<file path="src/rtl/bkpt_pkg.sv">
package bkpt_pkg;
  localparam int ADDR_W = 16;
  localparam int XADR_W = 8;
  localparam int EXT_W  = 6;

  typedef struct packed {
    logic ab_en;
    logic full;
    logic bdm_sel;
    logic ab_tag;
    logic c_en;
    logic c_tag;
    logic c_rw_en;
    logic c_rw_val;
  } bkpt_ctrl_t;
endpackage

</file>
<file path="src/rtl/bkpt_ab_cmp.sv">
module bkpt_ab_cmp
  import bkpt_pkg::*;
(
  input  logic              en_i,
  input  logic              full_i,
  input  logic [ADDR_W-1:0] addr_i,
  input  logic [ADDR_W-1:0] data_i,
  input  logic [ADDR_W-1:0] cmp_a_i,
  input  logic [ADDR_W-1:0] cmp_b_i,
  output logic              hit_o
);
  logic a_match;
  logic b_match;

  always_comb begin
    a_match = (addr_i == cmp_a_i);
    b_match = full_i ? (data_i == cmp_b_i) : (addr_i == cmp_b_i);
    hit_o   = en_i & (full_i ? (a_match & b_match) : (a_match | b_match));
  end
endmodule

</file>
<file path="src/rtl/bkpt_c_cmp.sv">
module bkpt_c_cmp
  import bkpt_pkg::*;
(
  input  logic              en_i,
  input  logic              rw_en_i,
  input  logic              rw_val_i,
  input  logic              page_sel_i,
  input  logic [ADDR_W-1:0] addr_i,
  input  logic [XADR_W-1:0] xaddr_i,
  input  logic              rw_i,
  input  logic [ADDR_W-1:0] cmp_c_i,
  input  logic [EXT_W-1:0]  c_ext_i,
  output logic              hit_o
);
  localparam int HB = ADDR_W / 2;

  logic [HB-1:0] hi_ref;
  logic          ext_ok;
  logic          rw_ok;

  always_comb begin
    hi_ref = page_sel_i ? {xaddr_i[1:0], addr_i[ADDR_W-3:HB]} : addr_i[ADDR_W-1:HB];
    ext_ok = ~page_sel_i | (xaddr_i[XADR_W-1:2] == c_ext_i);
    rw_ok  = ~rw_en_i | (rw_i == rw_val_i);
    hit_o  = en_i & ext_ok & rw_ok
           & (hi_ref == cmp_c_i[ADDR_W-1:HB])
           & (addr_i[HB-1:0] == cmp_c_i[HB-1:0]);
  end
endmodule

</file>
<file path="src/rtl/bkpt_tag_queue.sv">
module bkpt_tag_queue #(
  parameter int DEPTH = 4
) (
  input  logic clk,
  input  logic rst_n,
  input  logic flush_i,
  input  logic push_i,
  input  logic push_tag_i,
  input  logic pop_i,
  output logic head_tag_o
);
  localparam int CW = $clog2(DEPTH + 1);

  logic [DEPTH-1:0] tag_q, tag_d;
  logic [CW-1:0]    cnt_q, cnt_d;
  logic [CW-1:0]    cnt_after;
  logic             pop_ok;
  logic             push_ok;

  always_comb begin
    pop_ok    = pop_i & (cnt_q != '0);
    cnt_after = cnt_q - CW'(pop_ok);
    push_ok   = push_i & (cnt_after < CW'(DEPTH));
    tag_d     = pop_ok ? (tag_q >> 1) : tag_q;
    cnt_d     = cnt_after + CW'(push_ok);
    for (int i = 0; i < DEPTH; i++) begin
      if (push_ok && (cnt_after == CW'(i))) tag_d[i] = push_tag_i;
    end
    if (flush_i) begin
      tag_d = '0;
      cnt_d = '0;
    end
  end

  always_ff @(posedge clk or negedge rst_n) begin
    if (!rst_n) begin
      tag_q <= '0;
      cnt_q <= '0;
    end else begin
      tag_q <= tag_d;
      cnt_q <= cnt_d;
    end
  end

  assign head_tag_o = tag_q[0] & (cnt_q != '0);

  AST_FLUSH_EMPTIES: assert property (@(posedge clk) disable iff (!rst_n)
    flush_i |=> (cnt_q == '0));
  AST_QUEUE_BOUND: assert property (@(posedge clk) disable iff (!rst_n)
    cnt_q <= CW'(DEPTH));
endmodule

</file>
<file path="src/rtl/bkpt_match_unit.sv">
module bkpt_match_unit
  import bkpt_pkg::*;
#(
  parameter int QDEPTH = 4
) (
  input  logic              clk,
  input  logic              rst_n,
  input  logic              ctrl_we_i,
  input  logic [7:0]        ctrl_wdata_i,
  input  logic              arm_loop_i,
  input  logic              trace_we_i,
  input  logic              trace_wdata_i,
  input  logic [ADDR_W-1:0] cmp_a_i,
  input  logic [ADDR_W-1:0] cmp_b_i,
  input  logic [ADDR_W-1:0] cmp_c_i,
  input  logic [EXT_W-1:0]  c_ext_i,
  input  logic              page_sel_i,
  input  logic              bus_valid_i,
  input  logic [ADDR_W-1:0] addr_i,
  input  logic [XADR_W-1:0] xaddr_i,
  input  logic [ADDR_W-1:0] data_i,
  input  logic              rw_i,
  input  logic              fetch_i,
  input  logic              exec_i,
  input  logic              flush_i,
  input  logic              boundary_i,
  input  logic              ack_i,
  output logic [7:0]        ctrl_o,
  output logic              trace_en_o,
  output logic              break_req_o,
  output logic              break_bdm_o
);
  bkpt_ctrl_t ctrl_q, ctrl_d;
  logic       trace_q, trace_d;
  logic       fpend_q, fpend_d;
  logic       req_q, req_d;
  logic       bdm_q, bdm_d;
  logic       ctrl_en, trace_en_w;

  logic hit_ab, hit_c;
  logic force_hit, tag_hit, head_tag;
  logic exec_brk, break_set, hold;

  bkpt_ab_cmp u_ab (
    .en_i    (ctrl_q.ab_en & bus_valid_i),
    .full_i  (ctrl_q.full),
    .addr_i  (addr_i),
    .data_i  (data_i),
    .cmp_a_i (cmp_a_i),
    .cmp_b_i (cmp_b_i),
    .hit_o   (hit_ab)
  );

  bkpt_c_cmp u_c (
    .en_i       (ctrl_q.c_en & bus_valid_i),
    .rw_en_i    (ctrl_q.c_rw_en),
    .rw_val_i   (ctrl_q.c_rw_val),
    .page_sel_i (page_sel_i),
    .addr_i     (addr_i),
    .xaddr_i    (xaddr_i),
    .rw_i       (rw_i),
    .cmp_c_i    (cmp_c_i),
    .c_ext_i    (c_ext_i),
    .hit_o      (hit_c)
  );

  bkpt_tag_queue #(.DEPTH(QDEPTH)) u_tq (
    .clk        (clk),
    .rst_n      (rst_n),
    .flush_i    (flush_i),
    .push_i     (bus_valid_i & fetch_i),
    .push_tag_i (tag_hit),
    .pop_i      (exec_i),
    .head_tag_o (head_tag)
  );

  always_comb begin
    force_hit = (hit_ab & ~ctrl_q.ab_tag) | (hit_c & ~ctrl_q.c_tag);
    tag_hit   = (hit_ab & ctrl_q.ab_tag) | (hit_c & ctrl_q.c_tag);
    exec_brk  = exec_i & ~flush_i & head_tag;
    break_set = (boundary_i & (fpend_q | force_hit)) | exec_brk;
    hold      = req_q & ~ack_i;
    req_d     = break_set | hold;
    bdm_d     = (break_set & ~hold) ? ctrl_q.bdm_sel : bdm_q;
    fpend_d   = boundary_i ? 1'b0 : (fpend_q | force_hit);

    ctrl_en = ctrl_we_i | arm_loop_i;
    ctrl_d  = ctrl_we_i ? bkpt_ctrl_t'(ctrl_wdata_i) : ctrl_q;
    if (arm_loop_i) ctrl_d.c_en = 1'b0;

    trace_en_w = trace_we_i;
    if (!trace_wdata_i)      trace_d = 1'b0;
    else if (!ctrl_q.ab_en)  trace_d = 1'b1;
    else                     trace_d = trace_q;
  end

  always_ff @(posedge clk or negedge rst_n) begin
    if (!rst_n) begin
      ctrl_q  <= '0;
      trace_q <= 1'b0;
      fpend_q <= 1'b0;
      req_q   <= 1'b0;
      bdm_q   <= 1'b0;
    end else begin
      if (ctrl_en)    ctrl_q  <= ctrl_d;
      if (trace_en_w) trace_q <= trace_d;
      fpend_q <= fpend_d;
      req_q   <= req_d;
      bdm_q   <= bdm_d;
    end
  end

  assign ctrl_o      = ctrl_q;
  assign trace_en_o  = trace_q;
  assign break_req_o = req_q;
  assign break_bdm_o = bdm_q;

  AST_REQ_HELD: assert property (@(posedge clk) disable iff (!rst_n)
    (break_req_o && !ack_i) |=> break_req_o);
  AST_TYPE_STABLE: assert property (@(posedge clk) disable iff (!rst_n)
    (break_req_o && !ack_i) |=> $stable(break_bdm_o));
  AST_TRACE_LOCK: assert property (@(posedge clk) disable iff (!rst_n)
    (ctrl_o[7] && trace_we_i && trace_wdata_i && !trace_en_o) |=> !trace_en_o);
  AST_LOOP_CLEAR: assert property (@(posedge clk) disable iff (!rst_n)
    arm_loop_i |=> !ctrl_o[3]);
  AST_REQ_CAUSE: assert property (@(posedge clk) disable iff (!rst_n)
    $rose(break_req_o) |-> $past(boundary_i || exec_i));
endmodule

</file>
<file path="config.mk">
export PLATFORM = sky130hd
export DESIGN_NAME = bkpt_match_unit
export DESIGN_NICKNAME = d
export VERILOG_FILES = /design/src/rtl/bkpt_pkg.sv /design/src/rtl/bkpt_ab_cmp.sv /design/src/rtl/bkpt_c_cmp.sv /design/src/rtl/bkpt_tag_queue.sv /design/src/rtl/bkpt_match_unit.sv
export SDC_FILE = /design/constraint.sdc
export NUM_CORES = 1
export LEC_CHECK = 0
export BUFFER_PORTS_ARGS = -buffer_cell sky130_fd_sc_hd__buf_4
export CORE_ASPECT_RATIO = 1.5
export CORE_MARGIN = 2
export CORE_UTILIZATION = 33
export CTS_CLUSTER_SIZE = 20
export DETAILED_ROUTE_END_ITERATION = 6
export GPL_TIMING_DRIVEN = 0
export PLACE_DENSITY = 0.69
export SYNTH_ARGS = -nofsm -noshare
export SYNTH_HDL_FRONTEND = slang
export SYNTH_SLANG_ARGS = --single-unit
</file>
<file path="constraint.sdc">
create_clock -name clk -period 3.7 [get_ports clk]
set_input_delay 0.74 -clock clk [delete_from_list [all_inputs] [get_ports clk]]
set_output_delay 0.74 -clock clk [all_outputs]
set_load 0.03 [all_outputs]
</file>
==> impl_metrics.json <==
{
  "dp_hpwl_mm": 5.10,
  "post-route-util": 0.536,
  "gp_congestion": 0.742,
  "insertion_delay_ns": 0.25,
  "clock.fmax_mhz": 354,
  "final_common_cell": "buf_4",
  "hold_viol": 0,
  "comb_power_share": 0.524,
  "htreeDepth": 1,
  "coreArea_um2": 5450,
  "worst-setup-path-type": "reg2reg",
  "layout-drive-gt1-share": 0.435,
  "synth_ff_type": "dfrtp_1",
  "drc": 0,
  "reg2reg_depth": 10,
  "yosys-top-cells-area": "dfrtp_1, xor2_1, xnor2_1",
  "overflow": 0,
  "synth_top_area_frac": 0.257,
  "syn_to_final_growth_pct": 58.1,
  "cap_violations": 0,
  "grt_pass1_vias": 1864,
  "die-area_um2": 6220,
  "fin_crit_ns": 2.82,
  "power_density_nw_per_um2": 287,
  "switchingPower_uw": 298,
  "vdd_drop_max_mv": 0.288,
  "tns_ns": 0,
  "grt_pass1_wl_mm": 8.64,
  "floorplan.rows": 33,
  "cts_hold_buf": 0,
  "rsz0062_at_grt": "false",
  "cts_max_path_buffers": 2,
  "drt-total-wl_mm": 5.89,
  "firstDrtPassIters": 4,
  "worst_ep_required_time_ns": 3.85,
  "die_h_um": 95.6,
  "pwr-share-seq": 0.307,
  "grt_max_degree": 20,
  "ctsRootBufferMaster": "clkbuf_8",
  "synthCells": 195,
  "arrival_ns": 2.97,
  "crit_fanout": 6,
  "first_iter_violations": 40,
  "cts_setup_buffers": 0,
  "async_flop_share": 1.00,
  "initial_utilization": 0.339,
  "via_count": 1953,
  "die_width_um": 65.1,
  "synth-seq-cells": 19,
  "p_leak_uw": 0.00142,
  "grt_antenna_before_repair": 0,
  "setup_viol": 0,
  "layout_common_cells": "buf_4, xor2_1, xnor2_1",
  "numPortBuffers": 125,
  "slew_violations": 0,
  "layout.nets": 445,
  "syn_area_um2": 1850,
  "path_clk_slew_ns": 0.07,
  "io-pin-count": 127,
  "gr-usage-all-layers": 0.178,
  "p_int_uw": 539,
  "switching_share": 0.356,
  "diodes": 0,
  "ys_seq_area_frac": 0.257,
  "ys_warn_count": 0,
  "netlist-cell-type-count": 39,
  "synth.avg_cell_area_um2": 9.47,
  "synth_edf_count": 0,
  "drt.antenna.violating_nets": 0,
  "worst_pin_slew_ns": 0.770,
  "cp-start-kind": "flop",
  "cts_buffers": 3,
  "wire_per_inst_um": 14.9,
  "status": "finished clean",
  "slew_headroom": 0.482,
  "synth_fp_nets": 315,
  "cts_tree": "done",
  "clock_skew_ns": 0.000579,
  "synth_top_area_cell": "dfrtp_1",
  "vias_per_cell": 4.96,
  "clockPowerShare": 0.169,
  "min_period_over_period": 0.763,
  "hp-class": "in2async",
  "clock_sinks": 19,
  "cts_resized": 0,
  "end_kind": "flop"
}
## kinds of logic (layout without fill, tap and decap cells)
logic type,after synthesis,after routing,synth area share
buf+inv,18,147,0.0562
fa+ha+maj,5,5,0.0332
xor+xnor,57,57,0.270
flops,19,19,0.257
simple gates,48,48,0.149
compound gates,23,23,0.0949
mux,25,25,0.139
## per-layer routing
metal / part of all wire / wire length (um) / vias to the layer above / GRT usage
met1: 0.33 / 1930 / 900 / 0.169
met4: 0.0051 / 30 / 0 / 0.0365
met3: 0.093 / 549 / 2 / 0.0449
li1: - / - / 968 / -
met2: 0.57 / 3380 / 83 / 0.374
met5: 0 / 0 / - / 0
## Yosys cell counts (all sizes together), types with 3 or more instances
cell    instances
nor2b           3
a21oi           4
nand2           6
mux2            5
dfrtp          19
nor4           14
xor2           31
buf             6
inv            11
nand4           5
mux2i          20
ha              4
nor2            5
a311oi          3
nor3            3
xnor2          26
nand3           4
## registers in the layout, indices dropped and copies added (netlist names)
signal and flops:
trace_en_o 1, u_tq.cnt_q 3, ctrl_o 8, u_tq.tag_q 4
break_req_o 1, break_bdm_o 1, fpend_q 1
## worst paths after layout
| check | slack (ns) | from | to |
|---|---|---|---|
| worst min register to register | 0.55 | ctrl_o[1] | ctrl_o[1] |
| worst min-delay path | 0.35 | rst_n | u_tq.cnt_q[2] |
| worst max register to register | 0.88 | u_tq.cnt_q[2] | u_tq.cnt_q[1] |
| max in group asynchronous | 3.15 | rst_n | ctrl_o[5] |
| min in group clk | 0.55 | ctrl_o[1] | ctrl_o[1] |
| worst max-delay path | 0.88 | u_tq.cnt_q[2] | u_tq.cnt_q[1] |
## power groups by stage
stage | Sequential (uW) | Combinational, uW | Clock (uW)
after floorplan | 272 | 248 | 0
after global placement | 260 | 435 | 0
after detailed placement | 261 | 443 | 0
after CTS | 257 | 446 | 144
after global routing | 262 | 481 | 153
final | 257 | 439 | 141
## per-stage QoR
stage / hold slack, ns / cells / total power (uW) / area [um^2] / worst slack [ns]
finish: 0.347 / 394 / 837 / 2920 / 0.876
global route: 0.359 / 394 / 895 / 2920 / 0.658
CTS: 0.353 / 394 / 847 / 2920 / 0.864
detailed placement: 0.524 / 390 / 704 / 2870 / 0.837
global placement: 0.520 / 390 / 695 / 2870 / 0.792
floorplan: 0.444 / 195 / 520 / 1850 / 1.26
## cell type report
class	instances	area, um^2
Clock buffer	3	41.3
Inverter	11	41.3
Clock inverter	1	5.00
Fill cell	513	2530
Sequential cell	19	475
Multi-Input combinational cell	158	1270
Tap cell	70	87.6
Buffer	7	62.6
Timing Repair Buffer	125	938
## worst max-delay path, stage by stage (launching register included)
cell and delay [ns]:
dfrtp_1 0.39, o31ai_1 0.67, inv_1 0.18, ha_1 0.25, ha_1 0.20, xnor2_1 0.24, nand3_1 0.18, inv_1 0.11
ha_1 0.15, ha_1 0.21, nor2b_1 0.12
Power figures use the tool's default switching activity.
